--- config.mk ---
export PLATFORM = sky130hd
export DESIGN_NAME = brdctl_regs
export DESIGN_NICKNAME = d
export VERILOG_FILES = /design/src/rtl/brdctl_regs.sv
export SDC_FILE = /design/constraint.sdc
export NUM_CORES = 1
export LEC_CHECK = 0
export BUFFER_PORTS_ARGS = -buffer_cell sky130_fd_sc_hd__clkbuf_2
export CAP_MARGIN = 25
export CORE_ASPECT_RATIO = 2
export CORE_MARGIN = 1.5
export CORE_UTILIZATION = 52
export DETAILED_ROUTE_END_ITERATION = 10
export PLACE_DENSITY = 0.76
export SLEW_MARGIN = 20
export SYNTH_ARGS = -nofsm -noshare
export SYNTH_HDL_FRONTEND = slang
export SYNTH_SLANG_ARGS = --single-unit
export TNS_END_PERCENT = 10
--- constraint.sdc ---
create_clock -name clk -period 11.3 [get_ports clk]
set_input_delay 2.26 -clock clk [delete_from_list [all_inputs] [get_ports clk]]
set_output_delay 2.26 -clock clk [all_outputs]
set_load 0.03 [all_outputs]
--- src/rtl/brdctl_regs.sv ---
module brdctl_regs #(
  parameter int  AW         = 20,
  parameter int  DW         = 32,
  parameter int  NCHAR      = 8,
  parameter bit  BIG_ENDIAN = 1'b1
) (
  input  logic               clk,
  input  logic               rst_n,
  input  logic               bus_vld,
  input  logic               bus_wr,
  input  logic [AW-1:0]      bus_addr,
  input  logic [DW-1:0]      bus_wdata,
  output logic [DW-1:0]      bus_rdata,
  output logic [7:0]         led_bar,
  output logic [8*NCHAR-1:0] disp_chars,
  output logic               disp_upd,
  output logic [7:0]         gp_out,
  output logic [7:0]         brk_val,
  output logic               sys_rst_req,
  output logic [1:0]         i2c_oe,
  output logic               i2c_sel,
  output logic               i2c_scl,
  output logic               i2c_sda,
  input  logic               eeprom_sda
);

  localparam int          IDX_W     = (NCHAR > 1) ? $clog2(NCHAR) : 1;
  localparam logic [AW-1:0] O_SWITCH = AW'('h200);
  localparam logic [AW-1:0] O_STATUS = AW'('h208);
  localparam logic [AW-1:0] O_JUMPER = AW'('h210);
  localparam logic [AW-1:0] O_LED    = AW'('h408);
  localparam logic [AW-1:0] O_WORD   = AW'('h410);
  localparam logic [AW-1:0] O_POS0   = AW'('h418);
  localparam logic [AW-1:0] O_POSN   = O_POS0 + AW'(8 * (NCHAR - 1));
  localparam logic [AW-1:0] O_SOFT   = AW'('h500);
  localparam logic [AW-1:0] O_BRK    = AW'('h508);
  localparam logic [AW-1:0] O_GPO    = AW'('hA00);
  localparam logic [AW-1:0] O_GPI    = AW'('hA08);
  localparam logic [AW-1:0] O_I2CIN  = AW'('hB00);
  localparam logic [AW-1:0] O_I2COE  = AW'('hB08);
  localparam logic [AW-1:0] O_I2COUT = AW'('hB10);
  localparam logic [AW-1:0] O_I2CSEL = AW'('hB18);
  localparam logic [DW-1:0] MAGIC    = DW'('h42);
  localparam logic [DW-1:0] IN_BASE  = DW'('h3);
  localparam logic [DW-1:0] STAT_VAL = BIG_ENDIAN ? DW'('h12) : DW'('h10);
  localparam logic [7:0]    SPACE    = 8'h20;

  function automatic logic [7:0] hex_ascii(input logic [3:0] n);
    return (n < 4'd10) ? (8'h30 + {4'd0, n}) : (8'h37 + {4'd0, n});
  endfunction

  logic          wr_en, rd_en;
  logic          wr_word, wr_pos;
  logic [AW-1:0] pos_diff;
  logic [IDX_W-1:0] pos_idx;
  logic [DW-1:0] i2c_out;
  logic [8*NCHAR-1:0] chars_nxt;
  logic [DW-1:0] rd_mux;

  assign wr_en    = bus_vld &  bus_wr;
  assign rd_en    = bus_vld & ~bus_wr;
  assign wr_word  = wr_en && bus_addr == O_WORD;
  assign pos_diff = bus_addr - O_POS0;
  assign pos_idx  = pos_diff[3 +: IDX_W];
  assign wr_pos   = wr_en && bus_addr >= O_POS0 && bus_addr <= O_POSN && bus_addr[2:0] == 3'd0;
  assign i2c_scl  = i2c_out[1];
  assign i2c_sda  = i2c_out[0];

  for (genvar g = 0; g < NCHAR; g++) begin : g_char
    logic [7:0] cur;
    assign cur = disp_chars[8*g +: 8];
    always_comb begin
      chars_nxt[8*g +: 8] = cur;
      if (wr_word)
        chars_nxt[8*g +: 8] = hex_ascii(bus_wdata[DW-1-4*g -: 4]);
      else if (wr_pos && pos_idx == IDX_W'(g))
        chars_nxt[8*g +: 8] = bus_wdata[7:0];
    end
  end

  always_ff @(posedge clk) begin
    if (!rst_n) begin
      disp_chars <= {NCHAR{SPACE}};
      disp_upd   <= 1'b0;
    end else begin
      disp_chars <= chars_nxt;
      disp_upd   <= (chars_nxt != disp_chars);
    end
  end

  always_ff @(posedge clk) begin
    if (!rst_n) begin
      led_bar     <= 8'h00;
      brk_val     <= 8'h0A;
      gp_out      <= 8'h00;
      i2c_oe      <= 2'b00;
      i2c_sel     <= 1'b1;
      i2c_out     <= DW'('h3);
      sys_rst_req <= 1'b0;
    end else begin
      sys_rst_req <= wr_en && bus_addr == O_SOFT && bus_wdata == MAGIC;
      if (wr_en) begin
        case (bus_addr)
          O_LED:    led_bar <= bus_wdata[7:0];
          O_BRK:    brk_val <= bus_wdata[7:0];
          O_GPO:    gp_out  <= bus_wdata[7:0];
          O_I2COE:  i2c_oe  <= bus_wdata[1:0];
          O_I2CSEL: i2c_sel <= bus_wdata[0];
          O_I2COUT: i2c_out <= bus_wdata;
          default:  ;
        endcase
      end
    end
  end

  always_comb begin
    case (bus_addr)
      O_SWITCH: rd_mux = '0;
      O_JUMPER: rd_mux = '0;
      O_STATUS: rd_mux = STAT_VAL;
      O_LED:    rd_mux = {{(DW-8){1'b0}}, led_bar};
      O_BRK:    rd_mux = {{(DW-8){1'b0}}, brk_val};
      O_GPO:    rd_mux = {{(DW-8){1'b0}}, gp_out};
      O_GPI:    rd_mux = i2c_sel ? i2c_out : '0;
      O_I2CIN:  rd_mux = {IN_BASE[DW-1:1], eeprom_sda};
      O_I2COE:  rd_mux = {{(DW-2){1'b0}}, i2c_oe};
      O_I2COUT: rd_mux = i2c_out;
      O_I2CSEL: rd_mux = {{(DW-1){1'b0}}, i2c_sel};
      default:  rd_mux = '0;
    endcase
  end

  always_ff @(posedge clk) begin
    if (!rst_n)
      bus_rdata <= '0;
    else if (rd_en)
      bus_rdata <= rd_mux;
  end

  AST_SOFT_RST_CAUSE: assert property (@(posedge clk) disable iff (!rst_n)
    sys_rst_req |-> $past(bus_vld && bus_wr && bus_addr == O_SOFT && bus_wdata == MAGIC));
  AST_LED_HOLD: assert property (@(posedge clk) disable iff (!rst_n)
    !(bus_vld && bus_wr && bus_addr == O_LED) |=> $stable(led_bar));
  AST_UPD_ON_CHANGE: assert property (@(posedge clk) disable iff (!rst_n)
    !$stable(disp_chars) |-> disp_upd);
  AST_UPD_ONLY_CHANGE: assert property (@(posedge clk) disable iff (!rst_n)
    disp_upd |-> !$stable(disp_chars));
  AST_PIN_HOLD: assert property (@(posedge clk) disable iff (!rst_n)
    !(bus_vld && bus_wr && bus_addr == O_I2COUT) |=> $stable({i2c_scl, i2c_sda}));
  AST_RDATA_HOLD: assert property (@(posedge clk) disable iff (!rst_n)
    !(bus_vld && !bus_wr) |=> $stable(bus_rdata));

endmodule

==> results.cfg <==
[clock_tree]
hold_buffers = 0
cts_buffer_depth = 2
htree_levels = 4
cts_tree = done
clk_latency_ns = 0.44
root_buffer = clkbuf_16
cts_resized = 0
cts_buffers = 17
clkTransAtPathRegs_ns = 0.07
cts.sinks = 157
cts_setup_buffers = 0

[logic_synthesis]
synth_flop_cell = dfxtp_1
ys_ff_latch = 157
synth.most_common_cell = nand2_1
syn_avg_cell_area_sq_um = 7.46
yosys-top-cells-count = nand2_1, dfxtp_1, a21oi_1, nor2_1, clkbuf_1
async_reset_ff_share_pct = 0
yosys_warnings = 0
ys_types = 79
synth_top_area_share_pct = 34.2
synth.top_cells.by_area = dfxtp_1, nand2_1, a21oi_1
seq_area_frac_synth_pct = 34.2
synth_area_sq_um = 9180
synth_edf_count = 0
synth_top_cell_by_area = dfxtp_1
synthesis.nets = 1304
synth_cells = 1231

[timing]
hold_violations = 0
fin_tns_setup_ns = 0
max_freq_mhz = 176
setup_viol = 0
fin_skew_ns = 0.0114
rsz0062_at_grt = false
fin_crit_ns = 5.69
hold_slack_ns = 0.457
drv_slew = 0
slew_headroom_pct = 20.8
period_share_pct = 50.3
worstMarginPinSlew_ns = 1.18

[setup_path]
critPathArrivalTime_ns = 5.96
cp_cell_sequence = clkbuf_2 > or3_1 > or4_1 > nor2_4 > buf_4 > a211o_1 > nand4_1 > a2111o_1 > nor4_1 > a41oi_1
criticalPathCategory = in2reg
cp_max_fo = 35
r2r_start = disp_chars[39]
critPathSlowestCell = or4_1
crit_start = bus_addr[0]
worst_setup_path_start_kind = primary input
max_stage_delay_ns = 0.82
worst-path-buf-inv = 2
cp_data_required_time_ns = 11.58
crit_family = simple AND/OR/NAND/NOR gates
endpoint_kind = flop

[place]
gp_congestion = 1.03
portBuffers = 183
hpwl_mm = 28.2

[floorplanning]
die-area_sq_um = 18500
dieHeight_um = 191
core_area_sq_um = 17300
rows = 68
io_pins = 184
die_w_um = 97.0
initial_core_util_pct = 53.2

[route]
drtPass1Iterations = 6
drt_iter0_markers = 1179
drc = 0
antenna_left = 0
routed_wl_mm = 39.5
post_drt_via_cell_ratio = 6.64
wire_per_inst_um = 24.9
vias = 10543

[cells_and_area]
synthToLayoutAreaGrowth_pct = 17.5
utilization_pct = 62.5
drive_gt1_share_pct = 19.2
fin_nets = 1437
fillers = 1665
num_antenna_cells = 0

[global_routing]
gr-total-overflow = 0
grt_pass1_wl_mm = 58.6
grt_antenna_before_repair = 0
grt_max_degree = 78
gr-usage-all-layers_pct = 41.8
grt_pass1_vias = 9860

[worst_hold_path]
hold_path.class = reg2reg
worstHoldStart = i2c_out[23]

[power]
powerDensity_nw_per_um2 = 120
vdd_ir_drop_max_mv = 0.106
power_leakage_nw = 4.22

[flow_run]
cap_violations = 0

[outcome]
outcome = complete, no violations
[final cells by class]
type | instances | area, sq um | area share [%]
multi-input combinational | 941 | 5510 | 51.1
sequential | 157 | 3140 | 29.1
timing repair buffer | 206 | 1100 | 10.2
clock buffer | 18 | 439 | 4.07
tap | 210 | 263 | 2.44
clock inverter | 14 | 175 | 1.62
inverter | 41 | 155 | 1.44
[layout by cell type, fill, tap and decap left out, types with 7 or more instances in the layout]
cell | Yosys | final
nand2_1 | 214 | 214
a21oi_1 | 150 | 150
buf_4 | 1 | 19
nor2b_1 | 10 | 10
nor3_2 | 7 | 7
xor2_1 | 15 | 15
a211oi_1 | 21 | 21
nor4_1 | 13 | 13
a22oi_1 | 47 | 47
nor2_1 | 107 | 107
o22ai_1 | 11 | 11
a31oi_1 | 10 | 10
inv_1 | 37 | 36
nand2b_1 | 7 | 7
and3_1 | 12 | 12
nand3_1 | 34 | 34
ha_1 | 16 | 16
dfxtp_1 | 157 | 157
o21ai_0 | 52 | 52
nand4_1 | 11 | 11
xnor2_1 | 28 | 28
nor3_1 | 16 | 16
mux2i_1 | 12 | 12
or3_1 | 9 | 9
clkbuf_2 | 0 | 184
o211ai_1 | 15 | 15
clkbuf_16 | 0 | 17
[metrics by stage]
| stage | setup WS [ns] | power, mW | std cells | cell area [sq um] |
|---|---|---|---|---|
| 2_1_floorplan | 6.20 | 0.637 | 1231 | 9180 |
| 3_3_place_gp | 5.30 | 0.690 | 1551 | 10100 |
| 3_5_place_dp | 5.26 | 0.690 | 1553 | 10200 |
| 4_1_cts | 5.70 | 1.29 | 1585 | 10800 |
| 5_1_grt | 5.54 | 1.32 | 1587 | 10800 |
| 6_report | 5.61 | 1.29 | 1587 | 10800 |
[worst register-to-register path, delay by kind of cell (launching register included)]
family | cells | cell delay, ns
AOI/OAI and AO/OA | 5 | 1.68
DFF | 1 | 0.37
and+or+nand+nor | 2 | 0.91
[report_power, final]
part	switching [mW]	internal, mW
sequential	0.000280	0.553
clock	0.268	0.341
combinational	0.0950	0.0351
[cell families (layout without fill, tap and decap cells)]
group | Yosys count | count (layout) | share of synthesized area [%]
flip-flops | 157 | 157 | 34.2
buffers and inverters | 133 | 279 | 5.94
AO/OA/AOI/OAI | 387 | 387 | 27.2
multiplexers | 15 | 15 | 1.68
adder cells (fa/ha/maj) | 16 | 16 | 2.18
XOR/XNOR | 43 | 43 | 4.10
AND/OR/NAND/NOR | 480 | 480 | 24.6
[flip-flops by register name, summed over array words and instances (netlist names)]
name / cells
brk_val: 8
led_bar: 8
gp_out: 8
i2c_oe: 2
bus_rdata: 32
i2c_out: 32
i2c_sel: 1
disp_upd: 1
sys_rst_req: 1
disp_chars: 64
[path summary, 6_finish.rpt]
check | slack, ns | to | cells past startpoint
setup / recovery | 5.61 | disp_upd | 10
hold / removal | 0.46 | i2c_out[23] | 2
setup reg to reg | 8.18 | disp_upd | 7
hold reg to reg | 0.46 | i2c_out[23] | 2
[layer usage]
metal,vias to the layer above,GRT usage [%],routed length [um]
li1,4716,-,-
met1,4897,45.8,13400
met2,714,68.2,18600
met3,216,6.76,3370
met4,0,39.1,4070
met5,-,0,0
Power figures use the tool's default switching activity.
